File: src/rtl/dds_tw_pkg.sv
package dds_tw_pkg;
  parameter int unsigned DEF_FREQ_W = 32;
  parameter int unsigned DEF_FRAC_W = 48;

  typedef enum logic {
    ST_IDLE = 1'b0,
    ST_RUN  = 1'b1
  } tw_state_e;
endpackage

File: src/rtl/dds_tw_ctrl.sv
module dds_tw_ctrl
  import dds_tw_pkg::*;
#(
  parameter int unsigned STEPS = 80
) (
  input  logic clk_i,
  input  logic rst_ni,
  input  logic start_i,
  output logic load_o,
  output logic step_o,
  output logic last_o,
  output logic busy_o,
  output logic done_o
);
  localparam int unsigned CNT_W = $clog2(STEPS);

  tw_state_e        state_q;
  logic [CNT_W-1:0] cnt_q;
  logic             done_q;

  assign busy_o = (state_q == ST_RUN);
  assign load_o = start_i && (state_q == ST_IDLE);
  assign step_o = busy_o;
  assign last_o = busy_o && (cnt_q == CNT_W'(STEPS - 1));
  assign done_o = done_q;

  always_ff @(posedge clk_i or negedge rst_ni) begin
    if (!rst_ni) begin
      state_q <= ST_IDLE;
      cnt_q   <= '0;
      done_q  <= 1'b0;
    end else begin
      done_q <= last_o;
      unique case (state_q)
        ST_IDLE: if (start_i) begin
          state_q <= ST_RUN;
          cnt_q   <= '0;
        end
        ST_RUN: begin
          cnt_q <= cnt_q + CNT_W'(1);
          if (last_o) state_q <= ST_IDLE;
        end
        default: state_q <= ST_IDLE;
      endcase
    end
  end

  assert_done_single_R3: assert property (@(posedge clk_i) disable iff (!rst_ni)
    done_o |=> !done_o);
  assert_done_idle_R4: assert property (@(posedge clk_i) disable iff (!rst_ni)
    done_o |-> !busy_o);
  assert_busy_holds_R4: assert property (@(posedge clk_i) disable iff (!rst_ni)
    (busy_o && !last_o) |=> busy_o);
  assert_cnt_range_R3: assert property (@(posedge clk_i) disable iff (!rst_ni)
    busy_o |-> (32'(cnt_q) < STEPS));
endmodule

File: src/rtl/dds_tw_div_step.sv
module dds_tw_div_step #(
  parameter int unsigned W = 32
) (
  input  logic [W-1:0] rem_i,
  input  logic         bit_i,
  input  logic [W-1:0] div_i,
  output logic [W-1:0] rem_o,
  output logic         q_o
);
  logic [W:0]   shifted;
  logic [W+1:0] diff;

  // rem_i < div_i keeps shifted < 2*div_i, so either branch fits W bits
  always_comb begin
    shifted = {rem_i, bit_i};
    diff    = {1'b0, shifted} - {2'b00, div_i};
    q_o     = ~diff[W+1];
    rem_o   = q_o ? diff[W-1:0] : shifted[W-1:0];
  end
endmodule

File: src/rtl/dds_tw_datapath.sv
module dds_tw_datapath #(
  parameter int unsigned FREQ_W = 32,
  parameter int unsigned FRAC_W = 48
) (
  input  logic              clk_i,
  input  logic              rst_ni,
  input  logic              load_i,
  input  logic              step_i,
  input  logic              last_i,
  input  logic [FREQ_W-1:0] fout_i,
  input  logic [FREQ_W-1:0] fclk_i,
  output logic [FRAC_W-1:0] word_o,
  output logic              err_o
);
  localparam int unsigned NUM_W = FREQ_W + FRAC_W;

  logic [FREQ_W-1:0] div_q, rem_q, rem_nxt;
  logic [NUM_W-1:0]  acc_q, acc_nxt;
  logic [FRAC_W-1:0] word_q;
  logic              err_q, q_bit, div_zero;

  dds_tw_div_step #(.W(FREQ_W)) u_step (
    .rem_i (rem_q),
    .bit_i (acc_q[NUM_W-1]),
    .div_i (div_q),
    .rem_o (rem_nxt),
    .q_o   (q_bit)
  );

  // dividend bits leave at the top, quotient bits enter at the bottom
  assign acc_nxt  = {acc_q[NUM_W-2:0], q_bit};
  assign div_zero = (div_q == '0);
  assign word_o   = word_q;
  assign err_o    = err_q;

  always_ff @(posedge clk_i or negedge rst_ni) begin
    if (!rst_ni) begin
      div_q  <= '0;
      rem_q  <= '0;
      acc_q  <= '0;
      word_q <= '0;
      err_q  <= 1'b0;
    end else if (load_i) begin
      div_q <= fclk_i;
      rem_q <= '0;
      acc_q <= {fout_i, {FRAC_W{1'b0}}};
      err_q <= 1'b0;
    end else if (step_i) begin
      rem_q <= rem_nxt;
      acc_q <= acc_nxt;
      if (last_i) begin
        err_q  <= div_zero;
        word_q <= div_zero ? {FRAC_W{1'b1}} : acc_nxt[FRAC_W-1:0];
      end
    end
  end

  assert_rem_below_div_R1: assert property (@(posedge clk_i) disable iff (!rst_ni)
    (step_i && !div_zero) |-> (rem_q < div_q));
  assert_operands_kept_R5: assert property (@(posedge clk_i) disable iff (!rst_ni)
    step_i |=> $stable(div_q));
  assert_zero_div_R6: assert property (@(posedge clk_i) disable iff (!rst_ni)
    (last_i && div_zero) |=> (err_o && (&word_o)));
  assert_word_hold_R9: assert property (@(posedge clk_i) disable iff (!rst_ni)
    !last_i |=> $stable(word_o));
endmodule

File: src/rtl/dds_tuning_calc.sv
module dds_tuning_calc
  import dds_tw_pkg::*;
#(
  parameter int unsigned FREQ_W = DEF_FREQ_W,
  parameter int unsigned FRAC_W = DEF_FRAC_W
) (
  input  logic              clk_i,
  input  logic              rst_ni,
  input  logic              start_i,
  input  logic [FREQ_W-1:0] fout_i,
  input  logic [FREQ_W-1:0] fclk_i,
  output logic [FRAC_W-1:0] word_o,
  output logic              done_o,
  output logic              busy_o,
  output logic              err_o
);
  localparam int unsigned STEPS = FREQ_W + FRAC_W;

  logic load, step, last;

  dds_tw_ctrl #(.STEPS(STEPS)) u_ctrl (
    .clk_i   (clk_i),
    .rst_ni  (rst_ni),
    .start_i (start_i),
    .load_o  (load),
    .step_o  (step),
    .last_o  (last),
    .busy_o  (busy_o),
    .done_o  (done_o)
  );

  dds_tw_datapath #(.FREQ_W(FREQ_W), .FRAC_W(FRAC_W)) u_dp (
    .clk_i  (clk_i),
    .rst_ni (rst_ni),
    .load_i (load),
    .step_i (step),
    .last_i (last),
    .fout_i (fout_i),
    .fclk_i (fclk_i),
    .word_o (word_o),
    .err_o  (err_o)
  );

  assert_result_with_done_R3: assert property (@(posedge clk_i) disable iff (!rst_ni)
    $rose(done_o) |-> $past(busy_o));
endmodule

File: config.mk
export PLATFORM = sky130hd
export DESIGN_NAME = dds_tuning_calc
export DESIGN_NICKNAME = d
export VERILOG_FILES = /design/src/rtl/dds_tw_pkg.sv /design/src/rtl/dds_tw_ctrl.sv /design/src/rtl/dds_tw_div_step.sv /design/src/rtl/dds_tw_datapath.sv /design/src/rtl/dds_tuning_calc.sv
export SDC_FILE = /design/constraint.sdc
export NUM_CORES = 1
export LEC_CHECK = 0
export BUFFER_PORTS_ARGS = -buffer_cell sky130_fd_sc_hd__buf_4
export CAP_MARGIN = 20
export CORE_MARGIN = 1
export CORE_UTILIZATION = 58
export DETAILED_ROUTE_END_ITERATION = 10
export PLACE_DENSITY = 0.77
export SLEW_MARGIN = 15
export SYNTH_ARGS = -nofsm -noshare
export SYNTH_HDL_FRONTEND = slang
export SYNTH_HIERARCHICAL = 1
export SYNTH_SLANG_ARGS = --single-unit
File: constraint.sdc
create_clock -name clk_i -period 10.1 [get_ports clk_i]
set_input_delay 0 -clock clk_i [delete_from_list [all_inputs] [get_ports clk_i]]
set_output_delay 0 -clock clk_i [all_outputs]
set_load 0.1 [all_outputs]
# Yosys cells after proc, flatten, opt, wreduce, memory -nomap -nowiden

Index checks and enable logic that the tools add are counted.

Bits in registers: 202
Word-level logic and storage cells: 36
Output and inout bits: 51
Bits of input ports: 67

Equality and inequality tests: 2
Mux-type cells: 14
Reductions and logical operators: 7
Bitwise gates (word level): 3
$add $sub $neg: 2

Operator list:

| operator              | number |
|---|---|
| $mux W80              | 2 |
| $mux W32              | 3 |
| $mux W48              | 1 |
| $sub A33 B32 Y34      | 1 |
| $logic_not A32 Y1     | 1 |
| $pmux W7 S2           | 1 |
| $add A7 B1 Y7 const B | 1 |
| $eq A7 B7 Y1 const B  | 1 |
| $mux W7               | 1 |
| $mux W1               | 5 |
| $reduce_bool A2 Y1    | 2 |
| $not A1 Y1            | 3 |
| $reduce_and A3 Y1     | 1 |
| $logic_and A1 B1 Y1   | 2 |
| $ne A2 B2 Y1 const B  | 1 |
| $pmux W1 S2           | 1 |
| $reduce_and A2 Y1     | 1 |

# Longest topological paths before layout

Depth in word-level cells: 5
Gate-level depth with buffers: 16
Depth with buffers taken out: 14

# Cells and area by module

The synthesis kept the hierarchy.

By module, submodules not included:

| module          | area each (sq um) | times used | cells each | seq. area each (sq um) |
|---|---|---|---|---|
| dds_tw_datapath | 7,856.3           | 1          | 691        | 4,829.6 |
| dds_tw_div_step | 2,288.4           | 1          | 312        | 0.0 |
| dds_tw_ctrl     | 436.7             | 1          | 38         | 225.2 |

# Worst setup path after synthesis

No wires, ideal clock.

Path kind: register to register
Start point: register u_dp.rem_q[17]
End point: register u_dp.rem_q[11]
Cell stages (with the launch flop): 16
Path buffers: 3
Setup time: 0.121 ns
Data required time: 9.979 ns
Data arrival time: 3.129 ns
Period minus slack after synthesis: 3.250 ns
Path slack: 6.850 ns
Path through: dfrtp_1 -> ha_1 -> buf_6 -> a21o_1 -> a21o_1 -> a2111o_1 -> o32ai_2 -> o21a_2 -> o31a_1 -> buf_6 -> o21a_4 -> inv_6 -> buf_12 -> mux2_4 -> mux2i_1 -> nor2_1

Longest elaborated chain between the ends: 4

Ends and longest elaborated chain:

| what                   | RTL line              | source |
|---|---|---|
| start, declared        | dds_tw_datapath.sv:17 | `logic [FREQ_W-1:0] div_q, rem_q, rem_nxt;` |
| start signal, assigned | dds_tw_datapath.sv:49 | `rem_q <= rem_nxt;` |
| $sub A33 B32 Y34       | dds_tw_div_step.sv:16 | `diff = {1'b0, shifted} - {2'b00, div_i};` |
| $mux W32               | dds_tw_div_step.sv:18 | `rem_o = q_o ? diff[W-1:0] : shifted[W-1:0];` |
| net u_dp.rem_nxt[11]   | dds_tw_datapath.sv:17 |  |
| $mux W32               | dds_tw_datapath.sv:48 | `end else if (step_i) begin` |
| $mux W32               | dds_tw_datapath.sv:43 | `end else if (load_i) begin` |

The timed path passes the listed nets, and every way through them passes these cells. The select of a mux whose other input is x is not followed.
A chain may end at the register's enable or synchronous reset.

# Worst setup path in the final report

Start point: register u_dp.div_q[2]
End point: register u_dp.rem_q[9]

Longest elaborated chain between the ends: 4

Ends and longest elaborated chain:

| what                   | RTL line              | source |
|---|---|---|
| start, declared        | dds_tw_datapath.sv:17 |  |
| start signal, assigned | dds_tw_datapath.sv:44 | `div_q <= fclk_i;` |
| $sub A33 B32 Y34       | dds_tw_div_step.sv:16 |  |
| $mux W32               | dds_tw_div_step.sv:18 |  |
| net u_dp.rem_nxt[9]    | dds_tw_datapath.sv:17 |  |
| $mux W32               | dds_tw_datapath.sv:48 |  |
| $mux W32               | dds_tw_datapath.sv:43 |  |

The timed path passes the listed nets, and every way through them passes these cells. The select of a mux whose other input is x is not followed.

==> metrics.txt <==
run status=finished clean; Port Buffer Count=roughly 120; WS Path Type=reg2reg; floorplan core area=17900 um^2; R2R depth=13; share of cells above drive strength 1=around a fifth; fmax=approximately 0.26 GHz; First DRT Iteration DRCs=roughly 600; DR vias=8115; WL/cell=16.9 um; FF/Latch Area=5060 um^2; DP Wirelength=14500 um; num ports=118; wire length of the first global-routing pass=39700 um; Synth top area share=47.8%; clk sink count=202; post-layout util=around 72%; total CTS buffers=23; overall die area=roughly 19000 um^2; Reg-to-Reg End=u_dp/rem_q[9]; final hold vios=0; Cells after Synth=approximately 1000; synth warn=6; CTS Buffer Depth=3; initial antenna violation count=0; Synth Cell Area=10600 um^2; Startpoint Class=register; HP Class=in2async; H-tree depth=1; Setup Skew=0.0257 ns; syn nets=1142; Unique masters post-synth=71; CP Data Arrival Time=4.21 ns; # setup viols final=0; worst-path fanout max=29; DRC=0; FP Rows=49; DIE HEIGHT=between 100 and 150 um; CTS clk-pin slew, worst paths=~0.070 ns; crit path capture type=register; multi-input logic area=5030 um^2; # diodes=0; remaining global-route overflow=0; largest net degree at the start of global routing=75; Synth area leaders=dfrtp_1 48%, mux2i_1 11%, nor2_1 7.0%; Synth Register Bits=202; Detail Route Antenna Nets=0; slew margin rel.=23.4%; Final period util=38.0%; Async S/R FF share, synth=between 90% and 100%; post-layout min period=3.84 ns; CP startpoint=u_dp/div_q[2]; Worst Path Required=10.47 ns; Layout area overhead=21.9%; Reg2Reg Launch Point=u_dp/div_q[2]; Reg2Reg Setup Slack=6.26 ns; Starting Density=59.1%; fin nets=1294; final slew viol count=0; Root Buffer Master=clkbuf_16; FILL cells=1274; Slew @ Worst Pin=1.15 ns; worst-skew pair later-pin latency=about 0.51 ns; Synth area leader=dfrtp_1; Post-Route WL=24200 um; GPL Wtd Cong=0.910; Seq/Total Area, Yosys=47.8%; EDFF count, synth=0; RSZ-0062 raised after global routing=no; post_cts resized=0; CTS tree=yes; Setup TNS Final=0 ns; total track usage=between 20% and 30%; synthesized area per cell=10.2 um^2; Setup crit end=u_dp/rem_q[9]; DIE WIDTH=137 um; drt pass-1 iters=7; Via density=5.64; Post-synth top flop=dfrtp_1; vias in the first global route=8137; Max-cap violations=0
[worst max-delay path: stages (launching register included)]
cell and delay [ns]:
dfrtp_1 0.38, inv_1 0.06, ha_1 0.37, o21a_1 0.16
o31ai_1 0.16, a2111oi_2 0.53, o32ai_2 0.19, o21a_2 0.25
o31a_1 0.42, o21a_4 0.30, inv_6 0.27, mux2_2 0.38
mux2i_1 0.15, nor2_1 0.06
[what timing repair did]
action,4_1_cts,5_1_grt
buffers inserted,0,0
hold endpoints to repair,137,0
hold buffers,66,0
[flip-flops by register name, summed over array words and instances, names as in the netlist]
signal	flops
u_dp/acc_q	80
u_dp/word_o	48
u_dp/div_q	32
u_ctrl/done_o	1
u_ctrl/cnt_q	7
u_dp/err_o	1
u_dp/rem_q	32
u_ctrl/busy_o	1
[cells in the mapped netlist, drive strengths merged (6+ instances only)]
library cell and count:
xnor2 13, o21a 7, a21oi 76, o211ai 6
a31oi 6, o31ai 6, clkbuf 32, mux2i 116
nor4 9, o21ai 48, dfrtp 202, xor2 8
inv 45, a21o 13, nor2 197, nand4 12
ha 33, nand2 61, mux2 56, buf 31
[cell families (layout without fill, tap and decap cells)]
logic type      after synthesis  count (layout)  synth area share (%)
flops                       202             202                  47.8
buf+inv                     108             276                  4.74
simple gates                308             308                  12.4
mux                         172             172                  17.4
compound gates              196             196                  11.8
fa+ha+maj                    34              34                  4.09
xor+xnor                     21              21                  1.74
[final cells by class]
cell class	instances	area share, %
clock inverter	7	0.407
timing repair buffer	190	12.5
sequential	202	39.2
clock buffer	34	5.32
inverter	45	1.37
tap	229	2.22
multi-input combinational	731	39.0
[metrics by stage]
step,hold slack (ns),std cells,setup WS [ns],instance area [um^2]
6_report,0.0417,1438,6.26,12900
5_1_grt,0.104,1438,6.03,12900
4_1_cts,0.0524,1437,6.29,12900
3_5_place_dp,0.0255,1330,6.38,11500
3_3_place_gp,0.0230,1330,6.47,11500
2_1_floorplan,-0.296,1041,6.85,10600
[layout by cell type, fill, tap and decap left out, types with 4 or more instances in the layout]
master         instances
dfrtp_1              201
nor2_1               196
buf_4                122
mux2i_1              116
dlygate4sd3_1         66
a21oi_1               66
nand2_1               61
o21ai_0               47
inv_1                 43
mux2_2                42
ha_1                  33
clkbuf_16             23
mux2_4                14
a21o_1                13
xnor2_1               13
nand4_1               11
a21oi_2               10
nor4_1                 9
clkbuf_8               8
xor2_1                 8
o211ai_1               6
o31ai_1                6
a31oi_1                6
nand3_1                5
o21a_1                 5
o21bai_1               5
nor3_1                 5
clkbuf_1               4
[how the worst min path moves through the flow]
stage          cells past startpoint    from             end  slack, ns
2_1_floorplan                      0  rst_ni   u_ctrl/busy_o      -0.30
3_3_place_gp                       1  rst_ni  u_dp/div_q[16]       0.02
3_5_place_dp                       1  rst_ni  u_dp/div_q[18]       0.03
4_1_cts                            2  rst_ni  u_dp/div_q[19]       0.05
5_1_grt                            2  rst_ni  u_dp/div_q[21]       0.10
6_report                           2  rst_ni  u_dp/div_q[19]       0.04
[routing by layer]
layer	GRT usage, %	vias to the layer above	wire length, um
li1	-	3903	-
met1	35.3	3965	10800
met2	44.5	212	11900
met3	3.81	35	1080
met4	8.06	0	525
met5	0	-	0
Power is left out: the tool's default activity adds up to more than one toggle a clock period on the data nets, which glitch-free logic cannot reach.
